$ cat config.mk
export PLATFORM = sky130hd
export DESIGN_NAME = irq_entry_seq
export DESIGN_NICKNAME = d
export VERILOG_FILES = /design/src/rtl/irq_seq_pkg.sv /design/src/rtl/nmi_edge_latch.sv /design/src/rtl/entry_arbiter.sv /design/src/rtl/irq_entry_seq.sv
export SDC_FILE = /design/constraint.sdc
export NUM_CORES = 1
export LEC_CHECK = 0
export ABC_AREA = 1
export ABC_CLOCK_PERIOD_IN_PS = 2800
export BUFFER_PORTS_ARGS = -buffer_cell sky130_fd_sc_hd__buf_4
export CORE_ASPECT_RATIO = 1.25
export CORE_MARGIN = 2
export CORE_UTILIZATION = 57
export CTS_CLUSTER_DIAMETER = 200
export DETAILED_ROUTE_END_ITERATION = 16
export GPL_TIMING_DRIVEN = 0
export PLACE_DENSITY = 0.95
export SYNTH_ARGS = -nofsm -noshare
export SYNTH_HDL_FRONTEND = slang
export SYNTH_SLANG_ARGS = --single-unit
$ cat constraint.sdc
create_clock -name clk -period 2.8 [get_ports clk]
set_input_delay 0.14 -clock clk [delete_from_list [all_inputs] [get_ports clk]]
set_output_delay 0.14 -clock clk [all_outputs]
set_load 0.05 [all_outputs]
$ cat src/rtl/irq_seq_pkg.sv
`timescale 1ns/1ps
package irq_seq_pkg;

  typedef enum logic [3:0] {
    ST_IDLE,
    ST_PUSH_H,
    ST_PUSH_L,
    ST_PUSH_P,
    ST_VEC_L,
    ST_VEC_H,
    ST_PULL_P,
    ST_PULL_L,
    ST_PULL_H,
    ST_LOAD,
    ST_DONE
  } seq_state_e;

  typedef enum logic [1:0] {
    SRC_IRQ,
    SRC_NMI,
    SRC_BRK,
    SRC_RTI
  } seq_src_e;

endpackage

$ cat src/rtl/nmi_edge_latch.sv
`timescale 1ns/1ps
module nmi_edge_latch (
  input  logic clk,
  input  logic rst_n,
  input  logic nmi_n,
  input  logic clr,
  output logic pend
);

  logic nmi_prev;
  logic fall;

  assign fall = nmi_prev & ~nmi_n;

  always_ff @(posedge clk or negedge rst_n) begin
    if (!rst_n) begin
      nmi_prev <= 1'b1;
      pend     <= 1'b0;
    end else begin
      nmi_prev <= nmi_n;
      // a fresh edge wins over a clear in the same cycle
      pend     <= fall | (pend & ~clr);
    end
  end

endmodule

$ cat src/rtl/entry_arbiter.sv
`timescale 1ns/1ps
module entry_arbiter
  import irq_seq_pkg::*;
(
  input  logic     eval,
  input  logic     sw_ok,
  input  logic     nmi_pend,
  input  logic     irq_n,
  input  logic     i_flag,
  input  logic     brk_cmd,
  input  logic     rti_cmd,
  output logic     start,
  output seq_src_e src
);

  always_comb begin
    start = 1'b0;
    src   = SRC_IRQ;
    if (eval) begin
      if (nmi_pend) begin
        start = 1'b1;
        src   = SRC_NMI;
      end else if (!irq_n && !i_flag) begin
        start = 1'b1;
        src   = SRC_IRQ;
      end else if (sw_ok && brk_cmd) begin
        start = 1'b1;
        src   = SRC_BRK;
      end else if (sw_ok && rti_cmd) begin
        start = 1'b1;
        src   = SRC_RTI;
      end
    end
  end

endmodule

$ cat src/rtl/irq_entry_seq.sv
`timescale 1ns/1ps
module irq_entry_seq
  import irq_seq_pkg::*;
#(
  parameter int                   DW       = 8,
  parameter int                   I_POS    = 2,
  parameter int                   B_POS    = 4,
  parameter int                   BRK_LEN  = 2,
  parameter logic [DW-1:0]        STACK_HI = 8'h01,
  parameter logic [2*DW-1:0]      VEC_NMI  = 16'hFFFA,
  parameter logic [2*DW-1:0]      VEC_IRQ  = 16'hFFFE
) (
  input  logic              clk,
  input  logic              rst_n,
  input  logic              irq_n,
  input  logic              nmi_n,
  input  logic              boundary,
  input  logic              brk_cmd,
  input  logic              rti_cmd,
  input  logic [2*DW-1:0]   next_pc,
  input  logic [DW-1:0]     flags_in,
  input  logic [DW-1:0]     sp_in,
  output logic              mem_valid,
  input  logic              mem_ready,
  output logic              mem_we,
  output logic [2*DW-1:0]   mem_addr,
  output logic [DW-1:0]     mem_wdata,
  input  logic [DW-1:0]     mem_rdata,
  output logic              busy,
  output logic              arch_wr,
  output logic [2*DW-1:0]   pc_wdata,
  output logic [DW-1:0]     p_wdata,
  output logic [DW-1:0]     sp_wdata,
  output logic              done
);

  localparam int              AW       = 2 * DW;
  localparam logic [AW-1:0]   BRK_STEP = AW'(BRK_LEN);
  localparam logic [AW-1:0]   ONE_A    = AW'(1);
  localparam logic [DW-1:0]   ONE_D    = DW'(1);

  seq_state_e    state;
  seq_src_e      src;
  logic [AW-1:0] ret_pc;
  logic [DW-1:0] flg;
  logic [DW-1:0] sp;
  logic [DW-1:0] vec_lo;

  logic          nmi_pend;
  logic          nmi_clr;
  logic          eval;
  logic          sw_ok;
  logic          i_now;
  logic          start;
  seq_src_e      start_src;
  logic          xfer;
  logic [AW-1:0] vec_base;
  logic [DW-1:0] push_flags;
  logic [DW-1:0] load_flags;

  // boundary decisions: at a core boundary while idle, or on the completion cycle
  assign eval  = (state == ST_IDLE && boundary) || (state == ST_DONE);
  assign sw_ok = (state == ST_IDLE);
  assign i_now = (state == ST_DONE) ? flg[I_POS] : flags_in[I_POS];
  assign xfer  = mem_valid & mem_ready;

  nmi_edge_latch u_nmi (
    .clk   (clk),
    .rst_n (rst_n),
    .nmi_n (nmi_n),
    .clr   (nmi_clr),
    .pend  (nmi_pend)
  );

  entry_arbiter u_arb (
    .eval     (eval),
    .sw_ok    (sw_ok),
    .nmi_pend (nmi_pend),
    .irq_n    (irq_n),
    .i_flag   (i_now),
    .brk_cmd  (brk_cmd),
    .rti_cmd  (rti_cmd),
    .start    (start),
    .src      (start_src)
  );

  // latch cleared as the non-maskable vector fetch begins
  assign nmi_clr  = (state == ST_PUSH_P) && xfer && (src == SRC_NMI);
  assign vec_base = (src == SRC_NMI) ? VEC_NMI : VEC_IRQ;

  always_comb begin
    push_flags        = flg;
    push_flags[B_POS] = (src == SRC_BRK);
    load_flags        = flg;
    load_flags[B_POS] = 1'b0;
    if (src != SRC_RTI) load_flags[I_POS] = 1'b1;
  end

  always_comb begin
    mem_valid = 1'b0;
    mem_we    = 1'b0;
    mem_addr  = '0;
    mem_wdata = '0;
    unique case (state)
      ST_PUSH_H: begin
        mem_valid = 1'b1;
        mem_we    = 1'b1;
        mem_addr  = {STACK_HI, sp};
        mem_wdata = ret_pc[AW-1:DW];
      end
      ST_PUSH_L: begin
        mem_valid = 1'b1;
        mem_we    = 1'b1;
        mem_addr  = {STACK_HI, sp};
        mem_wdata = ret_pc[DW-1:0];
      end
      ST_PUSH_P: begin
        mem_valid = 1'b1;
        mem_we    = 1'b1;
        mem_addr  = {STACK_HI, sp};
        mem_wdata = push_flags;
      end
      ST_VEC_L: begin
        mem_valid = 1'b1;
        mem_addr  = vec_base;
      end
      ST_VEC_H: begin
        mem_valid = 1'b1;
        mem_addr  = vec_base + ONE_A;
      end
      ST_PULL_P, ST_PULL_L, ST_PULL_H: begin
        mem_valid = 1'b1;
        mem_addr  = {STACK_HI, sp + ONE_D};
      end
      default: ;
    endcase
  end

  assign busy     = (state != ST_IDLE);
  assign arch_wr  = (state == ST_LOAD);
  assign pc_wdata = ret_pc;
  assign p_wdata  = load_flags;
  assign sp_wdata = sp;
  assign done     = (state == ST_DONE);

  always_ff @(posedge clk or negedge rst_n) begin
    if (!rst_n) begin
      state  <= ST_IDLE;
      src    <= SRC_IRQ;
      ret_pc <= '0;
      flg    <= '0;
      sp     <= '0;
      vec_lo <= '0;
    end else begin
      unique case (state)
        ST_IDLE: if (start) begin
          src    <= start_src;
          sp     <= sp_in;
          flg    <= flags_in;
          ret_pc <= (start_src == SRC_BRK) ? next_pc + BRK_STEP : next_pc;
          state  <= (start_src == SRC_RTI) ? ST_PULL_P : ST_PUSH_H;
        end
        ST_PUSH_H: if (xfer) begin
          sp    <= sp - ONE_D;
          state <= ST_PUSH_L;
        end
        ST_PUSH_L: if (xfer) begin
          sp    <= sp - ONE_D;
          state <= ST_PUSH_P;
        end
        ST_PUSH_P: if (xfer) begin
          sp    <= sp - ONE_D;
          state <= ST_VEC_L;
        end
        ST_VEC_L: if (xfer) begin
          vec_lo <= mem_rdata;
          state  <= ST_VEC_H;
        end
        ST_VEC_H: if (xfer) begin
          ret_pc <= {mem_rdata, vec_lo};
          state  <= ST_LOAD;
        end
        ST_PULL_P: if (xfer) begin
          sp    <= sp + ONE_D;
          flg   <= mem_rdata;
          state <= ST_PULL_L;
        end
        ST_PULL_L: if (xfer) begin
          sp             <= sp + ONE_D;
          ret_pc[DW-1:0] <= mem_rdata;
          state          <= ST_PULL_H;
        end
        ST_PULL_H: if (xfer) begin
          sp              <= sp + ONE_D;
          ret_pc[AW-1:DW] <= mem_rdata;
          state           <= ST_LOAD;
        end
        ST_LOAD: begin
          flg   <= load_flags;
          state <= ST_DONE;
        end
        ST_DONE: begin
          if (start) begin
            src   <= start_src;
            state <= ST_PUSH_H;
          end else begin
            state <= ST_IDLE;
          end
        end
        default: state <= ST_IDLE;
      endcase
    end
  end

endmodule

* Word level (Yosys, flattened, before mapping)
Index checks and enable logic that the tools add are counted.
** Word-level totals
- Register bits after elaboration :: 47
- Bits in latches :: 0
- Bits in writable memories :: 0
- Memory bits (read-only) :: 0
- Input bits :: 48
- Output and inout bits :: 61
- Memories :: 0
** Operators by class
- Add/subtract/negate cells :: 4
- Multiply operators :: 0
- Divide/modulo/power cells :: 0
- Order comparisons :: 0
- Equality and inequality tests :: 27
- Shift-type cells :: 0
- Muxes and demuxes :: 40
- Bitwise logic cells :: 7
- Reductions and logical operators :: 29
** Operator list (number)
- 8-bit one-hot mux with 3 select lines :: 5
- 16-bit one-hot mux with 4 select lines :: 1
- 16-bit two-way mux :: 3
- 8-bit two-way mux :: 5
- 4-bit one-hot mux with 10 select lines :: 1
- 4-bit two-way mux :: 8
- 2-bit inequality test, second input constant :: 10
- 16-bit by 2-bit adder with 16-bit output, second input constant :: 1
- 4-bit by 3-bit equality test with 1-bit output, second input constant :: 4
- 4-bit AND reduction :: 4
- 4-bit equality test, second input constant :: 3
- 3-bit nonzero test :: 4
- 1-bit two-way mux :: 10
- 2-bit two-way mux :: 5
- 8-bit by 1-bit adder with 8-bit output, second input constant :: 1
- 4-bit by 2-bit equality test with 1-bit output, second input constant :: 2
- 8-bit AND reduction :: 1
- 8-bit OR reduction :: 1
- 8-bit by 1-bit subtractor with 8-bit output, second input constant :: 1
- 2-bit equality test, second input constant :: 3
- 1-bit logical AND :: 6
- 3-bit two-way mux :: 2
- 2-bit by 1-bit inequality test with 1-bit output, second input constant :: 3
- 3-bit OR reduction :: 2
- 14 further kinds :: 21

* Depth between registers and ports, before layout
Gate-level depths: netlist (run 1).
- Depth in word-level cells :: 11
- Depth in mapped cells :: 13
- Depth with buffers taken out :: 12

* Hierarchy
From an unflattened synthesis (run 1), not the netlist that was laid out.
** Unflattened totals
- Cell total of the unflattened synthesis :: 562
- Area total of the unflattened synthesis :: 3628.5 µm²
** Modules (own cells, without submodules)
- irq_entry_seq :: times used 1, cells an instance 541, area each 3497.1 µm², sequential area each 1126.1 µm²
- nmi_edge_latch :: times used 1, cells an instance 7, area each 70.1 µm², sequential area each 51.3 µm²
- entry_arbiter :: times used 1, cells an instance 14, area each 61.3 µm², sequential area each 0.0 µm²

* Worst setup path before layout (run 1)
OpenSTA, ideal clock, no wires.
- Path kind :: flip-flop to flip-flop
- Start point :: reg state[3]
- End point :: reg vec_lo[6]
- Library setup time :: 0.127 ns
- Data arrival time :: 2.866 ns
- Required time :: 2.673 ns
- Setup slack :: -0.193 ns
- Cell stages (with the launch flop) :: 10
- Period minus slack after synthesis :: 2.993 ns
- Cell sequence :: dfrtp_1 -> inv_1 -> nand2_4 -> nor2_1 -> inv_1 -> nand2_1 -> nand3_2 -> buf_6 -> nand2_1 -> o21ai_0
** On the way
- Cells in the longest elaborated chain, start to end :: 5
** Ends and longest elaborated chain
- start: declaration :: RTL line irq_entry_seq.sv:42 : seq_state_e state;
- start signal: assignment :: RTL line irq_entry_seq.sv:161 : state <= (start_src == SRC_RTI) ? ST_PULL_P : ST_PUSH_H;
- 4-bit by 2-bit equality test with 1-bit output (tied with other cells) :: RTL line irq_entry_seq.sv:104 : unique case (state)
- 8-bit OR reduction (no source line)
- 1-bit two-way mux :: RTL line irq_entry_seq.sv:104
- 1-bit bitwise AND :: RTL line irq_entry_seq.sv:65 : assign xfer = mem_valid & mem_ready;
- 2-bit AND reduction (no source line) *
- end signal: assignment :: RTL line irq_entry_seq.sv:176 : vec_lo <= mem_rdata;
- end: declaration :: RTL line irq_entry_seq.sv:47 : logic [DW-1:0] vec_lo;
Every way passes the cells marked *; elsewhere a longest branch is shown, timed or not.
A chain may end at the register's enable or synchronous reset.

* Final worst setup path (run 1)
- Start point :: reg state[3]
- End point :: out mem_wdata[2]
** On the way
- Cells in the longest elaborated chain, start to end :: 2
** Ends and longest elaborated chain
- 4-bit by 2-bit equality test with 1-bit output / 4-bit by 1-bit equality test with 1-bit output (equally long branches) :: RTL line irq_entry_seq.sv:104
- 8-bit one-hot mux with 3 select lines * :: RTL line irq_entry_seq.sv:104
- end: declaration :: RTL line irq_entry_seq.sv:27 : output logic [DW-1:0] mem_wdata,
Marked as above.

==> results of run 1 <==
==> synth_stat cells, drive strengths merged <==
cell type and n:
o221ai 2, xnor2 5, clkbuf 5, dfrtp 46, or2 1, inv 80, nand3 55, nand2 176
xor2 5, a221oi 1, nor2 71, nand4 8, buf 20, o31ai 1, a21boi 1, clkinv 1
conb 1, o22ai 3, o21ai 45, a21oi 27, nand3b 4, dfstp 1, nor3 5, o211ai 17
ha 3
==> cell type report <==
cell class | instances | area share (%)
buffer | 25 | 3.84
inverter | 81 | 6.27
multi-input combinational | 431 | 44.2
clock inverter | 3 | 0.954
timing repair buffer | 108 | 16.8
tap | 87 | 2.24
clock buffer | 5 | 1.42
sequential | 47 | 24.3
==> sequential cells by signal, indices dropped and copies added (netlist names) <==
signal	count
pc_wdata	16
vec_lo	8
flg	7
src	2
u_nmi.pend	1
state	4
u_nmi.nmi_prev	1
sp_wdata	8
==> metal layers <==
| layer | global-route usage [%] | vias to the layer above | share of wire (%) |
|---|---|---|---|
| met5 | 0 | - | 0 |
| met1 | 37.8 | 2072 | 37 |
| met3 | 3.69 | 39 | 8.5 |
| met4 | 14.3 | 0 | 3.1 |
| met2 | 56.4 | 263 | 51 |
| li1 | - | 2100 | - |
==> worst max-delay path: cells and delay by family, from the launching register on <==
family | cells | cell delay (ns)
compound gates | 1 | 0.29
flops | 1 | 0.42
simple gates | 2 | 0.65
buf+inv | 3 | 0.65
==> through the flow <==
step / worst slack [ns] / hold slack (ns) / area, um2 / cells
after floorplan: 0.207 / -0.156 / 3810 / 584
after global placement: 0.766 / 0.187 / 4720 / 777
after detailed placement: 0.688 / 0.190 / 4720 / 777
after CTS: 0.367 / 0.108 / 4850 / 787
after global routing: 0.233 / 0.141 / 4850 / 787
final: 0.324 / 0.110 / 4850 / 787
==> final timing paths <==
kind / end / from
max: mem_wdata[2] / state[3]
max reg2reg: state[0] / state[3]
min in group asynchronous: state[1] / rst_n
min reg2reg: vec_lo[6] / vec_lo[6]
max in group asynchronous: vec_lo[2] / rst_n
min: sp_wdata[1] / sp_in[1]
==> cells by family after synthesis <==
logic type      Yosys count  synth area share (%)
compound gates           97                  15.1
xor+xnor                 10                  2.30
fa+ha+maj                 3                 0.985
buf+inv                 106                  12.9
flops                    47                  30.9
other cells               1                0.0984
simple gates            320                  37.7
==> summary.txt, run 1 <==
STA
  • RSZ-0062 raised after global routing: false
  • Fmax: 404 MHz
  • Final setup fails: 0
  • Clock Skew: 0.0110 ns
  • Final Hold Violating Endpoints: 0
  • Setup TNS: 0 ns
  • Minimum clock period: 2.48 ns
  • Final period utilization: 88.4%
  • Rel. slew slack: 49.1%
  • Count of final max-slew check failures: 0
  • Slew at the pin closest to its max-slew limit: 0.760 ns

Global route
  • GRT overflow: 0
  • Gr usage total: 31.4%
  • Largest net degree at the start of global routing: 48
  • Vias in the first global route: 4091
  • Initial antenna violation count: 0
  • First-pass GRT wire length: 18700 um

Finish
  • Final core utilization: 74.4%
  • Share of cells above drive strength 1: 24.1%
  • Most frequent cells in the layout: 169 x nand2_1, 120 x buf_4, 75 x inv_1
  • Nets: 750
  • Area of the multi-input gates: 0.00214 mm2
  • Area grow syn2layout: 27.4%
  • Register area: 0.00118 mm2
  • # diodes: 0
  • Filler instances: 530
  • Commonest non-fill, non-tap cell in the layout: nand2_1

Critical path
  • Worst EP required: 2.66 ns
  • Largest stage delay, worst path: approximately 0.53 ns
  • Register-to-register setup slack: 0.61 ns
  • Most Frequent Cell on Critical Path: inv_1
  • Cell-by-cell trace of the critical path: inv_1 -> nand2_1 -> nor2_1 -> inv_1 -> o221ai_1 -> buf_4
  • Crit path kind: reg -> out
  • Slowest cell on the critical path: nor2_1
  • Critical path peak fanout: 8
  • Type of origin of the critical path: flop
  • R2R depth: 11
  • CP Data Arrival Time: between 2 and 2.5 ns
  • CP Capture Type: primary output

Routing
  • Routed WL: 11600 um
  • DRC errors left: 0
  • Vias: ~4500
  • Router iterations before antenna repair: 9
  • Initial DRC Count: 340
  • Post-DRT Antenna Nets: 0
  • Per-cell routed wire length: approximately 15 um
  • DR vias/cell: 5.68

Synthesis
  • Syn Nets: 635
  • Synth warn: 0
  • Post-synth cell types: 39
  • Synth top area cells: dfrtp_1 30%, nand2_1 17%, inv_1 7.4%, nand3_1 6.7%, nor2_1 6.2%
  • Post-synth top area share: just over 30%
  • Synth Register Bits: 47
  • Cells after Synth: 584
  • Sequential area share after synthesis: 30.9%
  • Cell taking the most area after synthesis: dfrtp_1
  • Mean Syn Cell Area: 6.52 um2
  • Mapped cell area: ~0.0038 mm2

Clock tree
  • Post-CTS sizing: 0
  • H-tree depth: 2
  • Cts bufs inserted: 5
  • Postcts setup bufs: 0
  • Clk Latency, worst-skew pair: between 0.3 and 0.4 ns
  • Clock tree buffer depth: 2
  • Clock Tree Root: clkbuf_8
  • CTS tree: done
  • CTS clk-pin slew, worst paths: 0.10 ns
  • CTS Hold Bufs: 2
  • Sink Count: 47

Die
  • Die span in x: 77.1 um
  • # IOs: 109
  • Die area: 0.00736 mm2
  • Initial Util: 58.4%
  • CORE AREA: 0.00652 mm2
  • Die Y: between 90 and 100 um
  • FP Rows: 33

Hold path
  • Hold Crit Depth: 3
  • HP Class: in -> reg

Place
  • Placer congestion estimate: approximately 0.91
  • DP HPWL: 8870 um
  • Port bufs: 106

Run
  • Max cap viols: 0

Outcome
  • Outcome: completed
Power of run 1 is left out: the tool's default activity adds up to more than one toggle a clock period on the data nets, which glitch-free logic cannot reach.
==> inputs of run 2 (changes only) <==
--- a/config.mk
+++ b/config.mk
@@ -9,7 +9,6 @@
 export ABC_CLOCK_PERIOD_IN_PS = 2800
 export BUFFER_PORTS_ARGS = -buffer_cell sky130_fd_sc_hd__buf_4
 export CORE_ASPECT_RATIO = 1.25
-export CORE_MARGIN = 2
 export CORE_UTILIZATION = 57
 export CTS_CLUSTER_DIAMETER = 200
 export DETAILED_ROUTE_END_ITERATION = 16
==> run 2 against run 1 <==
Non-clock buffer count stayed put. Die area is 4.6% lower. Hold slack better by 0.0081 ns. Fmax grew 1.1%. Worst setup slack gained 0.026 ns. Utilization is 2.3 points higher. Critical path type unchanged. Largest cell class unchanged.
==> summary.txt, run 2 (same netlist as run 1, synthesis figures left out) <==
Outcome
  • Outcome: completed

Finish
  • Filler instances: 491 (-7.4%)
  • Area grow syn2layout: 27.3% (about the same)
  • # diodes: 0 (unchanged)
  • Most frequent cells in the layout: 169 x nand2_1, 120 x buf_4, 75 x inv_1
  • Commonest non-fill, non-tap cell in the layout: nand2_1
  • Share of cells above drive strength 1: 24.1% (unchanged)
  • Max reg flops: 16 (unchanged)
  • Nets: 750 (unchanged)

Critical path
  • R2R depth: 10 (-1)
  • CP Capture Type: primary output
  • CP Data Arrival Time: 2.31 ns (-0.03 ns)
  • Crit path kind: reg -> out
  • Critical path peak fanout: 8 (unchanged)
  • Register-to-register setup slack: 0.65 ns (+0.04 ns)
  • Type of origin of the critical path: flop
  • FF-to-FF Start: state[2]
  • Worst EP required: 2.66 ns (about the same)
  • Reg2Reg Capture Point: state[0]

Routing
  • Router iterations before antenna repair: 5 (-4)
  • DR vias/cell: 5.56 (-2.3%)
  • Vias: 4362 (-2.5%)
  • Per-cell routed wire length: 14.3 um (-2.8%)
  • Post-DRT Antenna Nets: 0 (unchanged)
  • DRC errors left: 0 (unchanged)
  • Initial DRC Count: 300 (-12%)
  • Routed WL: 11300 um (-3.1%)

STA
  • Final Hold Violating Endpoints: 0 (unchanged)
  • Final period utilization: 87.5% (-0.92 points)
  • Minimum clock period: 2.45 ns (-0.0258 ns)
  • RSZ-0062 raised after global routing: false
  • Slew at the pin closest to its max-slew limit: 0.823 ns (+0.0632 ns)
  • Final setup fails: 0 (unchanged)
  • Rel. slew slack: 44.9% (-4.2 points)
  • Fmax: 408 MHz (+1.1%)
  • Setup TNS: 0 ns (unchanged)
  • Count of final max-slew check failures: 0 (unchanged)
  • Clock Skew: 0.00309 ns (-0.00788 ns)

Clock tree
  • Clock Tree Root: clkbuf_8
  • Sink Count: 47 (unchanged)
  • H-tree depth: 2 (unchanged)
  • Clock tree buffer depth: 2 (unchanged)
  • CTS clk-pin slew, worst paths: 0.10 ns (about the same)
  • Cts bufs inserted: 5 (unchanged)
  • Postcts setup bufs: 0 (unchanged)
  • CTS tree: done
  • Clk Latency, worst-skew pair: 0.31 ns (about the same)

Place
  • DP HPWL: 8860 um (about the same)
  • Port bufs: 106 (unchanged)
  • Placer congestion estimate: 0.943 (+3.2%)

Die
  • Die Y: 93.4 um (-2.1%)
  • Die area: 0.00702 mm2 (-4.6%)
  • FP Rows: 32 (-3.0%)
  • Initial Util: 60.2% (+1.8 points)
  • Die span in x: 75.1 um (-2.6%)
  • CORE AREA: 0.00633 mm2 (-3.0%)
  • # IOs: 109 (unchanged)

Global route
  • Initial antenna violation count: 0 (unchanged)
  • Vias in the first global route: 4051 (-0.98%)
  • Gr usage total: 33.6% (+2.2 points)
  • First-pass GRT wire length: 18200 um (-2.4%)
  • Largest net degree at the start of global routing: 48 (unchanged)
  • GRT overflow: 0 (unchanged)

Hold path
  • HP Class: in -> reg
  • Hold Crit Depth: 3 (unchanged)
  • Worst Hold Launch: sp_in[1]
  • Hold Path End: sp_wdata[1]

Run
  • Max cap viols: 0 (unchanged)
run 2: cell count changes in the layout (fill, tap and decap cells not counted), sizes merged:
cell and delta:
clkinv +1, clkinvlp -1
run 2: through the flow:
stage / std cells / worst slack, ns / area (um2) / hold slack (ns) / utilization (%)
finish: 785 / 0.350 / 4850 / 0.118 / 76.7
global route: 785 / 0.224 / 4850 / 0.144 / 76.7
CTS: 785 / 0.352 / 4850 / 0.111 / 76.7
detailed placement: 775 / 0.689 / 4710 / 0.186 / 74.5
global placement: 775 / 0.731 / 4710 / 0.181 / 74.5
floorplan: 584 / 0.207 / 3810 / -0.156 / -
run 2: timing repair:
| item | CTS | global route |
|---|---|---|
| hold buffers | 2 | 0 |
| endpoints found under the hold margin | 47 | 0 |
| gates resized for setup | 0 | 0 |
| setup endpoints to repair | 0 | 0 |
run 2: critical path: stages (launching register included):
cell,delay (ns)
dfrtp_1,0.47
inv_1,0.15
nand2_1,0.11
nor2_1,0.48
inv_1,0.23
o221ai_1,0.30
buf_4,0.25
run 2: how the worst max path moves through the flow:
| stage | startpoint | to | cells past startpoint |
|---|---|---|---|
| 2_1_floorplan | state[3] | vec_lo[6] | 9 |
| 3_3_place_gp | state[3] | mem_wdata[2] | 6 |
| 3_5_place_dp | state[3] | state[0] | 10 |
| 4_1_cts | state[3] | mem_wdata[2] | 6 |
| 5_1_grt | state[3] | mem_wdata[2] | 6 |
| 6_report | state[2] | mem_wdata[2] | 6 |
run 2: cell type report:
class | instances | area (um2) | area share (%)
Buffer | 25 | 186 | 3.84
Clock buffer | 5 | 68.8 | 1.42
Clock inverter | 3 | 47.5 | 0.980
Inverter | 81 | 304 | 6.27
Multi-Input combinational cell | 431 | 2140 | 44.2
Sequential cell | 47 | 1180 | 24.3
Tap cell | 85 | 106 | 2.19
Timing Repair Buffer | 108 | 816 | 16.8
run 2: per-layer routing:
metal | vias to the layer above | track usage (%) | part of all wire (%)
met1 | 1971 | 39.8 | 38
met2 | 243 | 58.4 | 50
met5 | - | 0 | 0
li1 | 2104 | - | -
met4 | 0 | 15.4 | 3.2
met3 | 44 | 5.17 | 8.3
Power of run 2 is left out for the same reason.
==> inputs of run 3 (changes only) <==
--- a/config.mk
+++ b/config.mk
@@ -6,14 +6,13 @@
 export NUM_CORES = 1
 export LEC_CHECK = 0
 export ABC_AREA = 1
-export ABC_CLOCK_PERIOD_IN_PS = 2800
+export ABC_CLOCK_PERIOD_IN_PS = 2200
 export BUFFER_PORTS_ARGS = -buffer_cell sky130_fd_sc_hd__buf_4
 export CORE_ASPECT_RATIO = 1.25
-export CORE_UTILIZATION = 57
+export CORE_UTILIZATION = 48
 export CTS_CLUSTER_DIAMETER = 200
 export DETAILED_ROUTE_END_ITERATION = 16
-export GPL_TIMING_DRIVEN = 0
-export PLACE_DENSITY = 0.95
+export PLACE_DENSITY = 0.88
 export SYNTH_ARGS = -nofsm -noshare
 export SYNTH_HDL_FRONTEND = slang
 export SYNTH_SLANG_ARGS = --single-unit
==> constraint.sdc (replaced) <==
create_clock -name clk -period 2.2 [get_ports clk]
set_input_delay 0.11 -clock clk [delete_from_list [all_inputs] [get_ports clk]]
set_output_delay 0.11 -clock clk [all_outputs]
set_load 0.05 [all_outputs]
==> run 3 against run 2 <==
Final area fell by 1.2%. Final cell count is 0.51% lower. Global-route usage down 5.5 points. First-iteration DRC count is 12% higher. Non-clock buffer count down 10. Register-to-register slack got worse by 0.53 ns. Worst setup slack got worse by 0.29 ns. Hold slack worse by 0.044 ns. Clock skew grew 0.012 ns. Sequential cell count is the same. Critical path type unchanged. Critical endpoint unchanged. Highest routed layer unchanged.
==> summary.txt, run 3 (same netlist as run 1, synthesis figures left out) <==
Die
  • Die area: 0.00830 mm2 (+18%)
  • Die Y: 102 um (+8.8%)
  • # IOs: 109 (unchanged)
  • FP Rows: 35 (+9.4%)
  • CORE AREA: 0.00753 mm2 (+19%)
  • Die span in x: 81.7 um (+8.7%)
  • Initial Util: 50.6% (-9.6 points)

Clock tree
  • CTS clk-pin slew, worst paths: 0.10 ns (about the same)
  • Clk Latency, worst-skew pair: 0.31 ns (about the same)
  • H-tree depth: 2 (unchanged)
  • Clock Tree Root: clkbuf_8
  • Cts bufs inserted: 5 (unchanged)
  • Clock tree buffer depth: 2 (unchanged)
  • CTS tree: done
  • Sink Count: 47 (unchanged)

Finish
  • Commonest non-fill, non-tap cell in the layout: nand2_1
  • Max reg flops: 16 (unchanged)
  • Area grow syn2layout: 25.8%
  • Nets: 740 (-1.3%)
  • Share of cells above drive strength 1: 24.1% (-0.050 points)
  • # diodes: 0 (unchanged)
  • Non-filler cells, final: 781 (-0.51%)
  • Most frequent cells in the layout: 168 x nand2_1, 121 x buf_4, 75 x inv_1
  • Filler instances: 679 (+38%)

Hold path
  • Worst Hold Launch: sp_in[1]
  • HP Class: in -> reg

Routing
  • Routed WL: 11400 um (+1.3%)
  • Per-cell routed wire length: 14.6 um (+1.8%)
  • Router iterations before antenna repair: 5 (unchanged)
  • Initial DRC Count: 337 (+12%)
  • Post-DRT Antenna Nets: 0 (unchanged)
  • DR vias/cell: 5.48 (-1.5%)
  • Vias: 4276 (-2.0%)
  • DRC errors left: 0 (unchanged)

STA
  • Final Hold Violating Endpoints: 0 (unchanged)
  • Rel. slew slack: 57.6% (+13 points)
  • Fmax: 467 MHz
  • Clock Skew: 0.0149 ns (+0.0118 ns)
  • RSZ-0062 raised after global routing: true
  • Slew at the pin closest to its max-slew limit: 0.636 ns (-0.187 ns)
  • Minimum clock period: 2.14 ns
  • Count of final max-slew check failures: 0 (unchanged)
  • Final setup fails: 0 (unchanged)
  • Final period utilization: 97.3%

Global route
  • Gr usage total: 28.1% (-5.5 points)
  • GRT overflow: 0 (unchanged)
  • First-pass GRT wire length: 18300 um (+0.49%)
  • Initial antenna violation count: 0 (unchanged)
  • Vias in the first global route: 3901 (-3.7%)
  • Largest net degree at the start of global routing: 48 (unchanged)

Critical path
  • Largest stage delay, worst path: 0.48 ns (about the same)
  • CP Capture Type: primary output
  • Most Frequent Cell on Critical Path: inv_1
  • Setup crit start: state[0]
  • Crit path kind: reg -> out
  • Cell-by-cell trace of the critical path: inv_2 -> nor2_2 -> inv_1 -> nor2_1 -> inv_1 -> o221ai_1 -> buf_4
  • Worst EP required: 2.09 ns (-0.57 ns)
  • FF-to-FF Start: state[1]
  • Critical path peak fanout: 8 (unchanged)
  • CP Data Arrival Time: 2.03 ns (-0.28 ns)
  • Slowest cell on the critical path: dfrtp_1
  • Type of origin of the critical path: flop

Run
  • Max cap viols: 0 (unchanged)

Place
  • Port bufs: 106 (unchanged)
  • DP HPWL: 8600 um (-2.9%)
  • Placed cell count: 768 (-0.90%)
  • Placer congestion estimate: 0.901 (-4.4%)

Outcome
  • Outcome: completed
-- run 3: through the flow --
step,hold WS [ns],cell area (um2),util [%],TNS (ns),setup slack [ns]
2_1_floorplan,-0.186,3820,-,-0.0185,-0.0185
3_3_place_gp,0.158,4630,61.5,0,0.182
3_5_place_dp,0.166,4630,61.5,0,0.135
4_1_cts,0.0809,4760,63.1,0,0.0899
5_1_grt,0.113,4790,63.6,-0.0357,-0.0196
6_report,0.0734,4790,63.6,0,0.0588
-- run 3: final cells by class --
cell class              instances  area [um2]  share of cell area (%)
clock buffers                   5        68.8                    1.44
inverters                      81         304                    6.34
well taps                      92         115                    2.40
flip-flops and latches         47        1180                    24.6
clock inverters                 2        37.5                   0.783
multi-input cells             431        2160                    45.1
repair buffers                123         928                    19.4
-- run 3: what timing repair did --
item	CTS	global route
setup buffers	0	4
endpoints found under the setup margin	0	26
hold endpoints to repair	47	0
hold buffers	2	0
gates resized for setup	0	3
-- run 3: routing by layer --
layer	wire length, um	share of wire, %	vias to the layer above	GRT usage [%]
met5	0	0	-	0
met3	759	6.7	21	2.97
met2	5820	51	197	49.0
met4	244	2.1	0	10.7
li1	-	-	2078	-
met1	4580	40	1980	35.2
-- run 3: worst max-delay path, delay by kind of cell, from the launching register on --
kind	cells	cell delay [ns]
buf+inv	4	0.67
flops	1	0.48
simple gates	2	0.31
compound gates	1	0.28
-- run 3: worst paths after layout --
path / cells past startpoint / end / slack (ns)
max: 7 / mem_wdata[2] / 0.06
min: 3 / sp_wdata[1] / 0.07
max reg2reg: 11 / flg[7] / 0.12
min reg2reg: 2 / vec_lo[2] / 0.49
max in group asynchronous: 2 / pc_wdata[9] / 1.41
min in group asynchronous: 2 / sp_wdata[1] / 0.34
Power of run 3 is left out for the same reason.
